[src/rtl/gpio_mux_pkg.sv]
package gpio_mux_pkg;
  localparam int unsigned WORD_W   = 32;
  localparam int unsigned EXT_W    = 64;
  localparam int unsigned NUM_REGS = 14;

  typedef enum logic [3:0] {
    RG_OUT_LO = 4'd0,
    RG_OUT_HI = 4'd1,
    RG_SET_LO = 4'd2,
    RG_SET_HI = 4'd3,
    RG_CLR_LO = 4'd4,
    RG_CLR_HI = 4'd5,
    RG_OE_LO  = 4'd6,
    RG_OE_HI  = 4'd7,
    RG_LVL_LO = 4'd8,
    RG_LVL_HI = 4'd9,
    RG_F0_LO  = 4'd10,
    RG_F1_LO  = 4'd11,
    RG_F0_HI  = 4'd12,
    RG_F1_HI  = 4'd13
  } reg_sel_e;
endpackage

[src/rtl/gpio_sync.sv]
module gpio_sync #(
  parameter int unsigned WIDTH = 63
) (
  input  logic             clk_i,
  input  logic             rst_ni,
  input  logic [WIDTH-1:0] d_i,
  output logic [WIDTH-1:0] q_o
);
  logic [WIDTH-1:0] meta_q, sync_q;

  always_ff @(posedge clk_i or negedge rst_ni) begin
    if (!rst_ni) begin
      meta_q <= '0;
      sync_q <= '0;
    end else begin
      meta_q <= d_i;
      sync_q <= meta_q;
    end
  end

  assign q_o = sync_q;
endmodule

[src/rtl/gpio_bank_reg.sv]
module gpio_bank_reg
  import gpio_mux_pkg::*;
#(
  parameter int unsigned N_BITS = 63,
  parameter bit          HAS_SC = 1'b0
) (
  input  logic              clk_i,
  input  logic              rst_ni,
  input  logic [1:0]        wr_i,
  input  logic [1:0]        set_i,
  input  logic [1:0]        clr_i,
  input  logic [WORD_W-1:0] wdata_i,
  output logic [N_BITS-1:0] q_o
);
  for (genvar i = 0; i < N_BITS; i++) begin : g_bit
    localparam int unsigned BK = i / WORD_W;
    localparam int unsigned BT = i % WORD_W;

    always_ff @(posedge clk_i or negedge rst_ni) begin
      if (!rst_ni)                                     q_o[i] <= 1'b0;
      else if (wr_i[BK])                               q_o[i] <= wdata_i[BT];
      else if (HAS_SC && set_i[BK] && wdata_i[BT])     q_o[i] <= 1'b1;
      else if (HAS_SC && clr_i[BK] && wdata_i[BT])     q_o[i] <= 1'b0;
    end

    assert_set_R3: assert property (@(posedge clk_i) disable iff (!rst_ni)
      (HAS_SC && set_i[BK] && wdata_i[BT] && !wr_i[BK]) |=> q_o[i]);

    assert_clr_R4: assert property (@(posedge clk_i) disable iff (!rst_ni)
      (HAS_SC && clr_i[BK] && wdata_i[BT] && !wr_i[BK] && !set_i[BK]) |=> !q_o[i]);

    // untouched bank keeps its bits
    assert_hold_R2: assert property (@(posedge clk_i) disable iff (!rst_ni)
      !(wr_i[BK] || set_i[BK] || clr_i[BK]) |=> $stable(q_o[i]));
  end
endmodule

[src/rtl/gpio_read_mux.sv]
module gpio_read_mux
  import gpio_mux_pkg::*;
#(
  parameter int unsigned N_BITS = 63
) (
  input  logic              hit_i,
  input  reg_sel_e          sel_i,
  input  logic [N_BITS-1:0] out_i,
  input  logic [N_BITS-1:0] oe_i,
  input  logic [N_BITS-1:0] lvl_i,
  input  logic [N_BITS-1:0] f0_i,
  input  logic [N_BITS-1:0] f1_i,
  output logic [WORD_W-1:0] word_o
);
  function automatic logic [EXT_W-1:0] ext(input logic [N_BITS-1:0] v);
    logic [EXT_W-1:0] r;
    r = '0;
    r[N_BITS-1:0] = v;
    return r;
  endfunction

  logic [EXT_W-1:0] out_x, oe_x, lvl_x, f0_x, f1_x;

  always_comb begin
    out_x = ext(out_i);
    oe_x  = ext(oe_i);
    lvl_x = ext(lvl_i);
    f0_x  = ext(f0_i);
    f1_x  = ext(f1_i);
    word_o = '0;
    if (hit_i) begin
      case (sel_i)
        RG_OUT_LO: word_o = out_x[31:0];
        RG_OUT_HI: word_o = out_x[63:32];
        RG_OE_LO:  word_o = oe_x[31:0];
        RG_OE_HI:  word_o = oe_x[63:32];
        RG_LVL_LO: word_o = lvl_x[31:0];
        RG_LVL_HI: word_o = lvl_x[63:32];
        RG_F0_LO:  word_o = f0_x[31:0];
        RG_F1_LO:  word_o = f1_x[31:0];
        RG_F0_HI:  word_o = f0_x[63:32];
        RG_F1_HI:  word_o = f1_x[63:32];
        default:   word_o = '0;
      endcase
    end
  end
endmodule

[src/rtl/gpio_mux_ctrl.sv]
module gpio_mux_ctrl
  import gpio_mux_pkg::*;
#(
  parameter int unsigned NUM_PINS = 63,
  parameter int unsigned ADDR_W   = 6
) (
  input  logic                  clk_i,
  input  logic                  rst_ni,
  input  logic                  req_i,
  input  logic                  we_i,
  input  logic [ADDR_W-1:0]     addr_i,
  input  logic [WORD_W-1:0]     wdata_i,
  output logic [WORD_W-1:0]     rdata_o,
  input  logic [NUM_PINS-1:0]   pad_in_i,
  output logic [NUM_PINS-1:0]   pad_out_o,
  output logic [NUM_PINS-1:0]   pad_oe_o,
  output logic [2*NUM_PINS-1:0] pad_func_o
);
  logic          hit, wr, rd;
  reg_sel_e      sel;
  logic [1:0]    out_wr, set_wr, clr_wr, oe_wr, f0_wr, f1_wr;
  logic [NUM_PINS-1:0] out_q, oe_q, f0_q, f1_q, in_sync, lvl;
  logic [WORD_W-1:0]   rd_word, rdata_q;

  assign hit = (addr_i < ADDR_W'(NUM_REGS));
  assign sel = reg_sel_e'(addr_i[3:0]);
  assign wr  = req_i && we_i && hit;
  assign rd  = req_i && !we_i;

  assign out_wr = {wr && sel == RG_OUT_HI, wr && sel == RG_OUT_LO};
  assign set_wr = {wr && sel == RG_SET_HI, wr && sel == RG_SET_LO};
  assign clr_wr = {wr && sel == RG_CLR_HI, wr && sel == RG_CLR_LO};
  assign oe_wr  = {wr && sel == RG_OE_HI,  wr && sel == RG_OE_LO};
  assign f0_wr  = {wr && sel == RG_F0_HI,  wr && sel == RG_F0_LO};
  assign f1_wr  = {wr && sel == RG_F1_HI,  wr && sel == RG_F1_LO};

  gpio_bank_reg #(.N_BITS(NUM_PINS), .HAS_SC(1'b1)) u_out (
    .clk_i, .rst_ni, .wr_i(out_wr), .set_i(set_wr), .clr_i(clr_wr),
    .wdata_i, .q_o(out_q));

  gpio_bank_reg #(.N_BITS(NUM_PINS), .HAS_SC(1'b0)) u_oe (
    .clk_i, .rst_ni, .wr_i(oe_wr), .set_i(2'b00), .clr_i(2'b00),
    .wdata_i, .q_o(oe_q));

  gpio_bank_reg #(.N_BITS(NUM_PINS), .HAS_SC(1'b0)) u_f0 (
    .clk_i, .rst_ni, .wr_i(f0_wr), .set_i(2'b00), .clr_i(2'b00),
    .wdata_i, .q_o(f0_q));

  gpio_bank_reg #(.N_BITS(NUM_PINS), .HAS_SC(1'b0)) u_f1 (
    .clk_i, .rst_ni, .wr_i(f1_wr), .set_i(2'b00), .clr_i(2'b00),
    .wdata_i, .q_o(f1_q));

  gpio_sync #(.WIDTH(NUM_PINS)) u_sync (
    .clk_i, .rst_ni, .d_i(pad_in_i), .q_o(in_sync));

  // driven pins report their own latch
  assign lvl = (oe_q & out_q) | (~oe_q & in_sync);

  gpio_read_mux #(.N_BITS(NUM_PINS)) u_rmux (
    .hit_i(hit), .sel_i(sel), .out_i(out_q), .oe_i(oe_q), .lvl_i(lvl),
    .f0_i(f0_q), .f1_i(f1_q), .word_o(rd_word));

  always_ff @(posedge clk_i or negedge rst_ni) begin
    if (!rst_ni)  rdata_q <= '0;
    else if (rd)  rdata_q <= rd_word;
  end

  assign rdata_o   = rdata_q;
  assign pad_out_o = out_q;
  assign pad_oe_o  = oe_q;

  for (genvar p = 0; p < NUM_PINS; p++) begin : g_func
    assign pad_func_o[2*p +: 2] = {f1_q[p], f0_q[p]};
  end

  assert_rd_hold_R13: assert property (@(posedge clk_i) disable iff (!rst_ni)
    !rd |=> $stable(rdata_o));

  assert_sc_read_zero_R12: assert property (@(posedge clk_i) disable iff (!rst_ni)
    (rd && hit && (sel inside {RG_SET_LO, RG_SET_HI, RG_CLR_LO, RG_CLR_HI}))
      |=> (rdata_o == '0));

  assert_unmapped_R12: assert property (@(posedge clk_i) disable iff (!rst_ni)
    (req_i && !hit) |=> ($stable(pad_out_o) && $stable(pad_oe_o) && $stable(pad_func_o)));

  assert_oe_hold_R6: assert property (@(posedge clk_i) disable iff (!rst_ni)
    !(req_i && we_i && hit && (sel inside {RG_OE_LO, RG_OE_HI})) |=> $stable(pad_oe_o));

  assert_plane_split_R10: assert property (@(posedge clk_i) disable iff (!rst_ni)
    (req_i && we_i && sel == RG_F0_LO) |=> $stable(pad_func_o[1]));

  if (NUM_PINS < 64) begin : g_top_bit
    assert_top_bit_R11: assert property (@(posedge clk_i) disable iff (!rst_ni)
      (rd && hit && (sel inside {RG_OUT_HI, RG_OE_HI, RG_LVL_HI, RG_F0_HI, RG_F1_HI}))
        |=> !rdata_o[31]);
  end
endmodule

[config.mk]
export PLATFORM = sky130hd
export DESIGN_NAME = gpio_mux_ctrl
export DESIGN_NICKNAME = d
export VERILOG_FILES = /design/src/rtl/gpio_mux_pkg.sv /design/src/rtl/gpio_sync.sv /design/src/rtl/gpio_bank_reg.sv /design/src/rtl/gpio_read_mux.sv /design/src/rtl/gpio_mux_ctrl.sv
export SDC_FILE = /design/constraint.sdc
export NUM_CORES = 1
export LEC_CHECK = 0
export CORE_ASPECT_RATIO = 1.2
export CORE_MARGIN = 2
export CORE_UTILIZATION = 40
export DETAILED_ROUTE_END_ITERATION = 8
export DONT_BUFFER_PORTS = 1
export SETUP_SLACK_MARGIN = 0.02
export SYNTH_ARGS = -nofsm -noshare
export SYNTH_HDL_FRONTEND = slang
export SYNTH_SLANG_ARGS = --single-unit
[constraint.sdc]
create_clock -name clk_i -period 2.85 [get_ports clk_i]
set_clock_uncertainty 0.05 [all_clocks]
set_input_delay 0.4275 -clock clk_i [delete_from_list [all_inputs] [get_ports clk_i]]
set_output_delay 0.4275 -clock clk_i [all_outputs]
set_load 0.005 [all_outputs]
==> Yosys cells after proc, flatten, opt, wreduce, memory -nomap -nowiden <==
Index checks and enable logic that the tools add are counted.
W data, S select, Z words.
{ "word_totals": {"output_inout_bits": 284, "wordCells": 670, "ff_bits": 410} }
{ "classes": {"n_bitwise": 4, "mux": 191, "reduce_logical": 206, "n_lt_le_gt_ge": 1, "eq_ne": 13} }
{ "op_table": {"columns": ["op", "count"], "rows": [
  ["$pmux W32 S10", 1],
  ["$mux W1", 189],
  ["$reduce_bool A3 Y1", 63],
  ["$logic_and A1 B1 Y1", 141],
  ["$and A63 B63 Y63", 2],
  ["$not A63 Y63", 1],
  ["$or A63 B63 Y63", 1],
  ["$mux W32", 1],
  ["$eq A4 B4 Y1 const B", 6],
  ["$eq A4 B3 Y1 const B", 4],
  ["$eq A4 B2 Y1 const B", 2],
  ["$lt A6 B4 Y1 const B", 1],
  ["$eq A4 B1 Y1 const B", 1],
  ["$logic_not A4 Y1", 1],
  ["$logic_not A1 Y1", 1]
]} }

==> Logic depth before layout (Yosys ltp) <==
Gate-level depths: netlist (run 1).
{ "depth": {"depth_word": 7, "ltp_mapped": 9, "ltp_nobuf": 5} }

==> Modules after synthesis <==
Synthesis (run 1) repeated with hierarchy kept, for this count alone.
{ "unflattened": {"cells_unflattened": 1313, "area_unflattened_um2": 18531.5} }
{ "by_module_without_submodules": {"columns": ["mod", "n_inst", "cells_per_inst", "seq_area_each_um2", "area_per_inst_um2"], "rows": [
  ["gpio_bank_reg at u_f0 ...", 3, 133, 1576.5, 2499.9],
  ["gpio_sync", 1, 126, 3153.0, 3153.0],
  ["gpio_read_mux", 1, 421, 0.0, 3051.7],
  ["gpio_bank_reg at u_out", 1, 213, 1576.5, 2627.5],
  ["gpio_mux_ctrl", 1, 154, 800.8, 2199.6]
]} }

==> Least setup slack after synthesis (run 1) <==
Ideal clock, no wire load.
{ "synth_timing": {"kind": "input-to-reg", "startpoint": "input port addr_i[1]", "endpoint": "register u_oe.q_o[12]", "n_path_buf": 3, "required_time_ps": 2675, "t_arrival_ps": 1939, "path_slack_ps": 737, "stages": 7, "path_cell_list": "buf_6 -> a311oi_4 -> nand3_2 -> buf_6 -> nor3_4 -> buf_6 -> mux2_2"} }
{ "synth_via": {"elab_chain_len": 3} }
{ "synth_lines": {"columns": ["element", "line_no", "rtl"], "rows": [
  ["start, declared", "gpio_mux_ctrl.sv:11", "input logic [ADDR_W-1:0] addr_i,"],
  ["$lt A6 B4 Y1", "gpio_mux_ctrl.sv:25", "assign hit = (addr_i < ADDR_W'(NUM_REGS));"],
  ["$logic_and A1 B1 Y1", "gpio_mux_ctrl.sv:27", "assign wr = req_i && we_i && hit;"],
  ["$logic_and A1 B1 Y1 (*)", "gpio_mux_ctrl.sv:33", "assign oe_wr = {wr && sel == RG_OE_HI, wr && sel == RG_OE_LO};"],
  ["end signal, assigned by index", "gpio_bank_reg.sv:21", "else if (wr_i[BK]) q_o[i] <= wdata_i[BT];"],
  ["end, declared", "gpio_bank_reg.sv:13", "output logic [N_BITS-1:0] q_o"]
]} }
Mark *: on every way between the ends. The rest lies on a longest branch, timed or not.
A chain may end at the register's enable or synchronous reset.

==> Worst setup path after layout (run 1) <==
{ "layout_timing": {"startpoint": "input port addr_i[3]", "endpoint": "register u_oe.q_o[54]"} }
The elaborated chain is that of the path after synthesis.

==> results of run 1 <==
## cells in the mapped netlist (all sizes together), types with 2 or more instances
library cell | number | area, um^2
dfrtp | 410 | 10260
mux2 | 191 | 2151
a22o | 105 | 919.6
o21ai | 95 | 475.5
mux2i | 65 | 650.6
clkbuf | 60 | 229.0
buf | 59 | 395.4
a22oi | 55 | 412.9
o22ai | 48 | 300.3
a21oi | 37 | 185.2
a211oi | 22 | 165.2
nand2b | 19 | 118.9
nor2 | 15 | 56.30
nand2 | 13 | 48.80
nor2b | 11 | 68.82
nor3 | 11 | 127.6
a221oi | 10 | 87.58
and3 | 10 | 62.56
nor4 | 7 | 65.06
a32o | 6 | 60.06
a211o | 3 | 26.28
and3b | 3 | 26.28
nand3 | 3 | 20.02
nor3b | 3 | 32.53
or2 | 3 | 18.77
a2111oi | 2 | 42.54
a311oi | 2 | 35.04
inv | 2 | 7.510
## worst max-delay path: cells and delay by family
family | cells | cell delay, ps
AO/OA/AOI/OAI | 1 | 380
buffers and inverters | 1 | 470
AND/OR/NAND/NOR | 2 | 780
multiplexers | 1 | 390
## metal layers
metal | vias up | track usage [%] | share of wire, %
met5 | - | 0 | 0
met4 | 0 | 10.82 | 3.6
met3 | 141 | 8.924 | 9.7
met2 | 636 | 44.70 | 48
met1 | 6420 | 34.78 | 39
li1 | 4976 | - | -
## kinds of logic after synthesis
family	Yosys count
AND/OR/NAND/NOR	103
buffers and inverters	121
AO/OA/AOI/OAI	392
multiplexers	256
flip-flops	410
## state kept, by name, indices dropped and copies added, names as in the netlist
register / flops
rdata_o: 32
u_f0.q_o: 63
u_f1.q_o: 63
u_oe.q_o: 63
u_out.q_o: 63
u_sync.meta_q: 63
u_sync.q_o: 63
## power groups by stage
stage,sequential [mW],combinational [mW],clock (mW)
floorplan,6.64,0.634,0
global placement,6.88,0.704,0
detailed placement,6.89,0.725,0
CTS,6.79,0.890,6.32
global route,6.83,0.960,6.55
finish,6.79,0.894,6.22
## worst max path at each step
stage,from,to,slack (ps),cells after the start
6_report,addr_i[3],u_oe.q_o[54],750,5
5_1_grt,addr_i[3],u_f1.q_o[51],730,6
4_1_cts,addr_i[3],u_f1.q_o[45],810,6
3_5_place_dp,addr_i[3],u_f1.q_o[45],190,6
3_3_place_gp,addr_i[3],u_oe.q_o[34],240,5
2_1_floorplan,addr_i[1],u_oe.q_o[12],740,7
## final cells by class
cell class / count / area, um^2
antenna: 1 / 2.502
clock buffer: 67 / 1371
clock inverter: 14 / 214.0
fill: 3799 / 22280
inverter: 2 / 7.507
multi-input combinational: 751 / 6341
sequential: 410 / 10260
tap: 552 / 690.7
timing repair buffer: 146 / 1414
## through the flow
stage	hold WS (ps)	cell area [um^2]	power (mW)	util [%]
global placement	98.29	17740	7.584	41.67
CTS	-525.2	20300	14.00	47.67
detailed placement	96.79	17740	7.616	41.67
global route	-504.7	20300	14.34	47.68
finish	-474.5	20300	13.90	47.68
floorplan	81.91	17150	7.278	-
==> results.toml, run 1 <==
[power_and_ir_drop]
irDropWorstVdd_mv = 0.6501
power_switching_mw = 3.395
power_density_nw_per_um2 = 684.8
p_seq_share_pct = 48.9
pwr-share-clk_pct = 44.7
switching_share_pct = 24.42
intPower_mw = 10.51
p_leak_nw = 8.953
p_comb_share_pct = 6.4

[sta]
hold_viol = 410
setup_tns_ps = 0
slew_headroom_pct = 9.923
slew_viol_final = 0
finalCritPeriodShare_pct = 73.54
worst_pin_slew_ps = 1348
finalWorstSetupSlack_ps = 754.1
rsz0062_at_grt = "no"
setup_violations = 0
hold_ws_ps = -474.5
period_needed_ps = 2096
fmaxAchievable_mhz = 477.1

[critical_path]
path_cells = "a311oi_4 -> nand3_2 -> nor3_4 -> buf_4 -> mux2_2"
reg2reg_depth = 5
critPathMaxFanout = 39
cp.arrival_ps = 2500
r2r_slack_ps = 1230
cp.required_ps = 3250
r2r_start = "u_oe.q_o[23]"
max_stage_delay_ps = 470
cp-end-kind = "register"
worstReg2RegEnd = "rdata_o[23]"
cp_slowest_cell = "buf_4"
path_class = "in2reg"
cp-start-kind = "primary input"

[logic_synthesis]
netlist_area_um2 = 17150
ys_seq_area_share_pct = 59.83
synth_cells = 1282
ys_warn_count = 0
synth_ff_type = "dfrtp_1"
synth_top_family_by_area = "multiplexers"
synth_fp_nets = 1387
synth_xor_area_share_pct = 0
synth_edf_count = 0
synth-compound-area-share_pct = 16.17
async_reset_ff_share_pct = 100.0
synth_cell_types = 54
synth-adder-area-share_pct = 0
muxShareOfSynthArea_pct = 16.34
yosys.area_share.simple_pct = 3.977
synth_seq_cells = 410
syn_area_per_cell_um2 = 13.38

[floorplanning]
die_h_um = 230.8
coreArea_um2 = 42580
ios = 389
die-area_um2 = 44550
die_w_um = 193.0
start_util_pct = 40.27
fp-row-count = 83

[clocking]
cts_setup_buffers = 0
ctsHoldBuffers = 97
clockBufferDepth = 3
root_buffer = "clkbuf_16"
htree_levels = 2
cts_tree = "built"
numCtsBuffers = 45
clkTransAtPathRegs_ps = 60
cts_resized = 0
cts_sinks = 410
clkLatencyLatePin_ps = 580

[finish]
layout_common_cells = "dfrtp_1 (410), mux2_2 (163), a22o_1 (105), dlygate4sd3_1 (97), o21ai_0 (94)"
final_common_cell = "dfrtp_1"
synthToLayoutAreaGrowth_pct = 18.39
final_nets = 1461
drive_gt1_share_pct = 22.52
final_cells = 1943

[min_path]
hold_class = "in2async"

[detailed_routing]
drtPass1Iterations = 5
drc = 0
drt.antenna.violating_nets = 0
post_drt_wl_per_cell_um = 32.21
viasPerCell = 6.265
drtIter0Drc = 800
vias = 12170
wirelength_um = 62590

[status]
violations = "negative hold slack"
status = "finished with violations"

[global_route]
grt_overflow = 0
grt_pass1_vias = 12610
grt_max_degree = 411
antenna_found_initial = 2
grt_pass1_wl_um = 89310
grtUsageTotal_pct = 27.81

[placement]
hpwlAfterDp_um = 38770
io_buffers = 0
place_inst = 1764
post-place-ws_ps = 192.9
place.gp.congestion = 0.8266

[job]
cap_violations = 0
Note: power is estimated with default switching activity, not from simulation.
==> inputs of run 2 (changes only) <==
clock period = 1.78 ns   (was 2.85 ns; I/O delays follow)
==> run 2 against run 1 <==
Net effect:
- the flow still finishes with violations (negative hold slack)
- utilization up 0.63 points
- critical path depth down 1
- global-route usage down 0.81 points
- non-clock buffer count up 25
- routed wire length down 2.7%
==> results.toml, run 2 (synthesized netlist as in run 1, its figures left out) <==
[status]
status = "finished with violations"
violations = "negative hold slack"

[clocking]
numCtsBuffers = 44
cts_sinks = 410
clkLatencyLatePin_ps = 580
root_buffer = "clkbuf_16"
clockBufferDepth = 3
cts_tree = "built"
clkTransAtPathRegs_ps = 60
ctsHoldBuffers = 104
htree_levels = 2

[critical_path]
path_class = "reg2reg"
r2r_start = "u_oe.q_o[51]"
cp.required_ps = 2180
path_buf_inv = 1
critPathMaxFanout = 4
max_stage_delay_ps = 580
cp-end-kind = "register"
cp-start-kind = "register"
cp_slowest_cell = "dlygate4sd3_1"
cp.arrival_ps = 2080
path_cells = "a22o_1 -> o21ai_0 -> dlygate4sd3_1 -> a21oi_1"
critPathTopFamily = "buffers and inverters"
critPathLaunch = "u_oe.q_o[51]"

[power_and_ir_drop]
pwr-share-clk_pct = 41.6
switching_share_pct = 25.33
power_switching_mw = 5.368
p_comb_share_pct = 7.2
irDropWorstVdd_mv = 0.7614
p_seq_share_pct = 51.2
power_density_nw_per_um2 = 1030
intPower_mw = 15.83
p_leak_nw = 9.045

[sta]
slew_viol_final = 0
setup_tns_ps = 0
hold_viol = 410
finalCritPeriodShare_pct = 94.49
hold_ws_ps = -648.0
worst_pin_slew_ps = 1293
setup_violations = 0
rsz0062_at_grt = "no"
slew_headroom_pct = 13.62
fmaxAchievable_mhz = 594.5
period_needed_ps = 1682

[finish]
final_cells = 1963
final_nets = 1485
layout_common_cells = "dfrtp_1 (410), mux2_2 (163), a22o_1 (105), dlygate4sd3_1 (102)"
drive_gt1_share_pct = 23.07
final_common_cell = "dfrtp_1"
fillerInstances = 3697
fin_util_pct = 48.31
multi_input_area_um2 = 6332
fin_area_um2 = 20570
synthToLayoutAreaGrowth_pct = 19.96
seq_area_um2 = 10260

[floorplanning]
ios = 389
coreArea_um2 = 42580
fp-row-count = 83
die_h_um = 230.8
die-area_um2 = 44550
start_util_pct = 40.27
die_w_um = 193.0

[detailed_routing]
post_drt_wl_per_cell_um = 31.01
drt.antenna.violating_nets = 0
drc = 0
wirelength_um = 60880
drtIter0Drc = 890
viasPerCell = 6.208
vias = 12190
drtPass1Iterations = 5

[placement]
io_buffers = 0
place_inst = 1782
dpl_cell_area_um2 = 18160
place.gp.congestion = 0.8379
hpwlAfterDp_um = 38270

[min_path]
hold_class = "in2async"

[global_route]
antenna_found_initial = 3
grt_pass1_vias = 12450
grtUsageTotal_pct = 27.01
grt_pass1_wl_um = 86950
grt_max_degree = 411
grt_overflow = 0

[job]
cap_violations = 0
run 2: metrics by stage:
stage / setup slack (ps) / total power [mW]
2_1_floorplan: -148.7 / 11.66
4_1_cts: 91.36 / 21.37
6_report: 98.02 / 21.19
5_1_grt: 52.09 / 21.90
3_3_place_gp: -274.4 / 12.17
3_5_place_dp: -288.7 / 12.22
run 2: final cells by class:
cell class,instances,area share [%]
Antenna cell,2,0.02433
Timing Repair Buffer,171,9.331
Clock inverter,19,0.8151
Tap cell,552,3.358
Inverter,2,0.03650
Multi-Input combinational cell,751,30.78
Clock buffer,56,5.773
Sequential cell,410,49.88
run 2: power by group through the flow:
stage	registers (mW)	clock network (mW)	logic (mW)
2_1_floorplan	10.6	0	1.02
3_3_place_gp	11.0	0	1.17
3_5_place_dp	11.0	0	1.20
4_1_cts	10.9	9.00	1.52
5_1_grt	10.9	9.33	1.64
6_report	10.9	8.81	1.52
run 2: metal layers:
layer | track usage [%] | wire [um] | up-vias
met5 | 0 | 0 | -
met4 | 10.80 | 2404 | 0
met3 | 7.267 | 5649 | 152
met2 | 43.23 | 28850 | 668
met1 | 34.70 | 23980 | 6349
li1 | - | - | 5017
run 2: path summary, 6_finish.rpt:
kind                                  to  slack [ps]  cells after the start
min in group clk_i            rdata_o[9]          40                      4
max reg2reg                  rdata_o[19]         100                      4
max in group asynchronous   u_f0.q_o[51]        1490                      0
max                          rdata_o[19]         100                      4
min                         u_f0.q_o[48]        -650                      0
min reg2reg                u_sync.q_o[3]         290                      0
run 2: timing repair:
action | CTS | global route
setup buffers | 0 | 0
gates resized for setup | 0 | 1
hold endpoints to repair | 746 | 410
endpoints found under the setup margin | 0 | 4
==> inputs of run 3 (changes only) <==
CORE_MARGIN = 1   (was 2)
==> run 3 against run 2 <==
Net effect:
- setup slack got worse by 5.8 ps
- utilization up 0.90 points
- sequential share of layout area down 0.31 points
- sequential cell count unchanged
- power is 4.3% higher
- combinational power barely moved
- the run ends with negative hold slack, max-slew violations left
- routed wire length hardly changed
- sequential power barely moved
==> results.toml, run 3 (synthesized netlist as in run 1, its figures left out) <==
[status]
status = "finished with violations"
violations = "negative hold slack, max-slew violations"

[clocking]
cts_resized = 0
cts_tree = "built"
clockBufferDepth = 3
cts_setup_buffers = 0
clkTransAtPathRegs_ps = 60
cts_sinks = 410
numCtsBuffers = 44
clkLatencyLatePin_ps = 580
ctsHoldBuffers = 105
root_buffer = "clkbuf_16"
htree_levels = 2

[detailed_routing]
wl_met2_um = 28550
wirelength_um = 60880
viasPerCell = 6.178
drc = 0
drtIter0Drc = 878
route.top_layer_used = "met4"
drt.antenna.violating_nets = 0
drtPass1Iterations = 5
drt-met1-wl_um = 23710
vias = 12120
post_drt_wl_per_cell_um = 31.03
met3_length_um = 6140

[finish]
final_common_cell = "dfrtp_1"
fillerInstances = 3687
final_nets = 1491
synthToLayoutAreaGrowth_pct = 20.72
drive_gt1_share_pct = 23.53
fin_util_pct = 49.21
layout_common_cells = "dfrtp_1 (410), mux2_2 (163), a22o_1 (105), dlygate4sd3_1 (104)"

[critical_path]
cp-start-kind = "primary input"
worstReg2RegEnd = "rdata_o[3]"
path_class = "in2reg"
critPathMaxFanout = 39
reg2reg_depth = 4
cp.required_ps = 2240
cp.arrival_ps = 2140
r2r_start = "u_f0.q_o[3]"
cp-end-kind = "register"
r2r_slack_ps = 130

[sta]
hold_ws_ps = -643.6
rsz0062_at_grt = "no"
slew_viol_final = 85
worst_pin_slew_ps = 1611
finalCritPeriodShare_pct = 94.82
slew_headroom_pct = -7.422
setup_violations = 0
finalWorstSetupSlack_ps = 92.26
fmaxAchievable_mhz = 592.5
period_needed_ps = 1688
hold_viol = 410
setup_tns_ps = 0

[power_and_ir_drop]
p_comb_share_pct = 6.9
power_mw = 22.10
switching_share_pct = 24.40
pwr-share-clk_pct = 44.0
irDropWorstVdd_mv = 0.8965
intPower_mw = 16.70
p_leak_nw = 9.144
power_switching_mw = 5.392
power_density_nw_per_um2 = 1067
p_seq_share_pct = 49.1

[placement]
io_buffers = 0
hpwlAfterDp_um = 38060
place.gp.congestion = 0.8262
post-place-ws_ps = -271.0

[floorplanning]
die_w_um = 191.0
ios = 389
start_util_pct = 40.76
die-area_um2 = 43710
fp-row-count = 82
coreArea_um2 = 42070
die_h_um = 228.8

[min_path]
hold_class = "in2async"

[global_route]
grt_overflow = 0
grt_max_degree = 411
grt_pass1_wl_um = 87720
grt_pass1_vias = 12420
grtUsageTotal_pct = 27.89
antenna_found_initial = 1

[job]
cap_violations = 0
run 3: cell types whose count changed in the layout (fill, tap and decap cells not counted), sizes merged:
cell          previous run  this run
clkinv                   9         6
clkbuf                  56        57
dlygate4sd3            102       104
inv                      4         5
clkinvlp                 6         2
buf                     68        73
diode                    2         1
dlymetal6s4s             1         0
bufinv                   2         7
run 3: stage by stage:
stage	area (um^2)	std cells	hold slack, ps
after global routing	20700	1962	-670.3
after detailed placement	18120	1781	-63.99
after global placement	18120	1781	-63.63
final	20700	1962	-643.6
after CTS	20700	1961	-692.8
after floorplan	17200	1282	-78.59
run 3: routing by layer:
metal / vias up / track usage [%]
li1: 5030 / -
met1: 6311 / 35.54
met2: 650 / 43.13
met3: 131 / 8.752
met4: 0 / 12.70
met5: - / 0
run 3: power by group through the flow:
stage / sequential, mW / clock (mW) / combinational, mW
after floorplan: 10.6 / 0 / 1.02
after global placement: 11.0 / 0 / 1.17
after detailed placement: 11.0 / 0 / 1.20
after CTS: 10.8 / 9.87 / 1.52
after global routing: 10.9 / 10.2 / 1.65
final: 10.9 / 9.71 / 1.53
run 3: worst max path at each step:
stage	endpoint	startpoint	cells after the start
final	rdata_o[3]	addr_i[3]	8
after global placement	u_out.q_o[22]	addr_i[3]	7
after CTS	rdata_o[10]	u_oe.q_o[42]	5
after detailed placement	u_out.q_o[53]	addr_i[3]	7
after global routing	rdata_o[3]	addr_i[3]	8
after floorplan	u_f1.q_o[31]	addr_i[1]	7
run 3: final cells by class:
cell class,count,area (um^2),share of cell area [%]
antenna,1,2.502,0.01209
clock buffer,57,1231,5.948
clock inverter,18,281.5,1.360
inverter,2,7.507,0.03627
multi-input combinational,751,6332,30.59
sequential,410,10260,49.56
tap,546,683.2,3.300
timing repair buffer,177,1902,9.188
run 3: worst max-delay path, cell delays in order:
cell	delay, ps
nand2b_1	150
buf_4	180
nor2_2	240
buf_4	310
a22o_1	160
o21ai_0	80
dlygate4sd3_1	580
a21oi_1	130
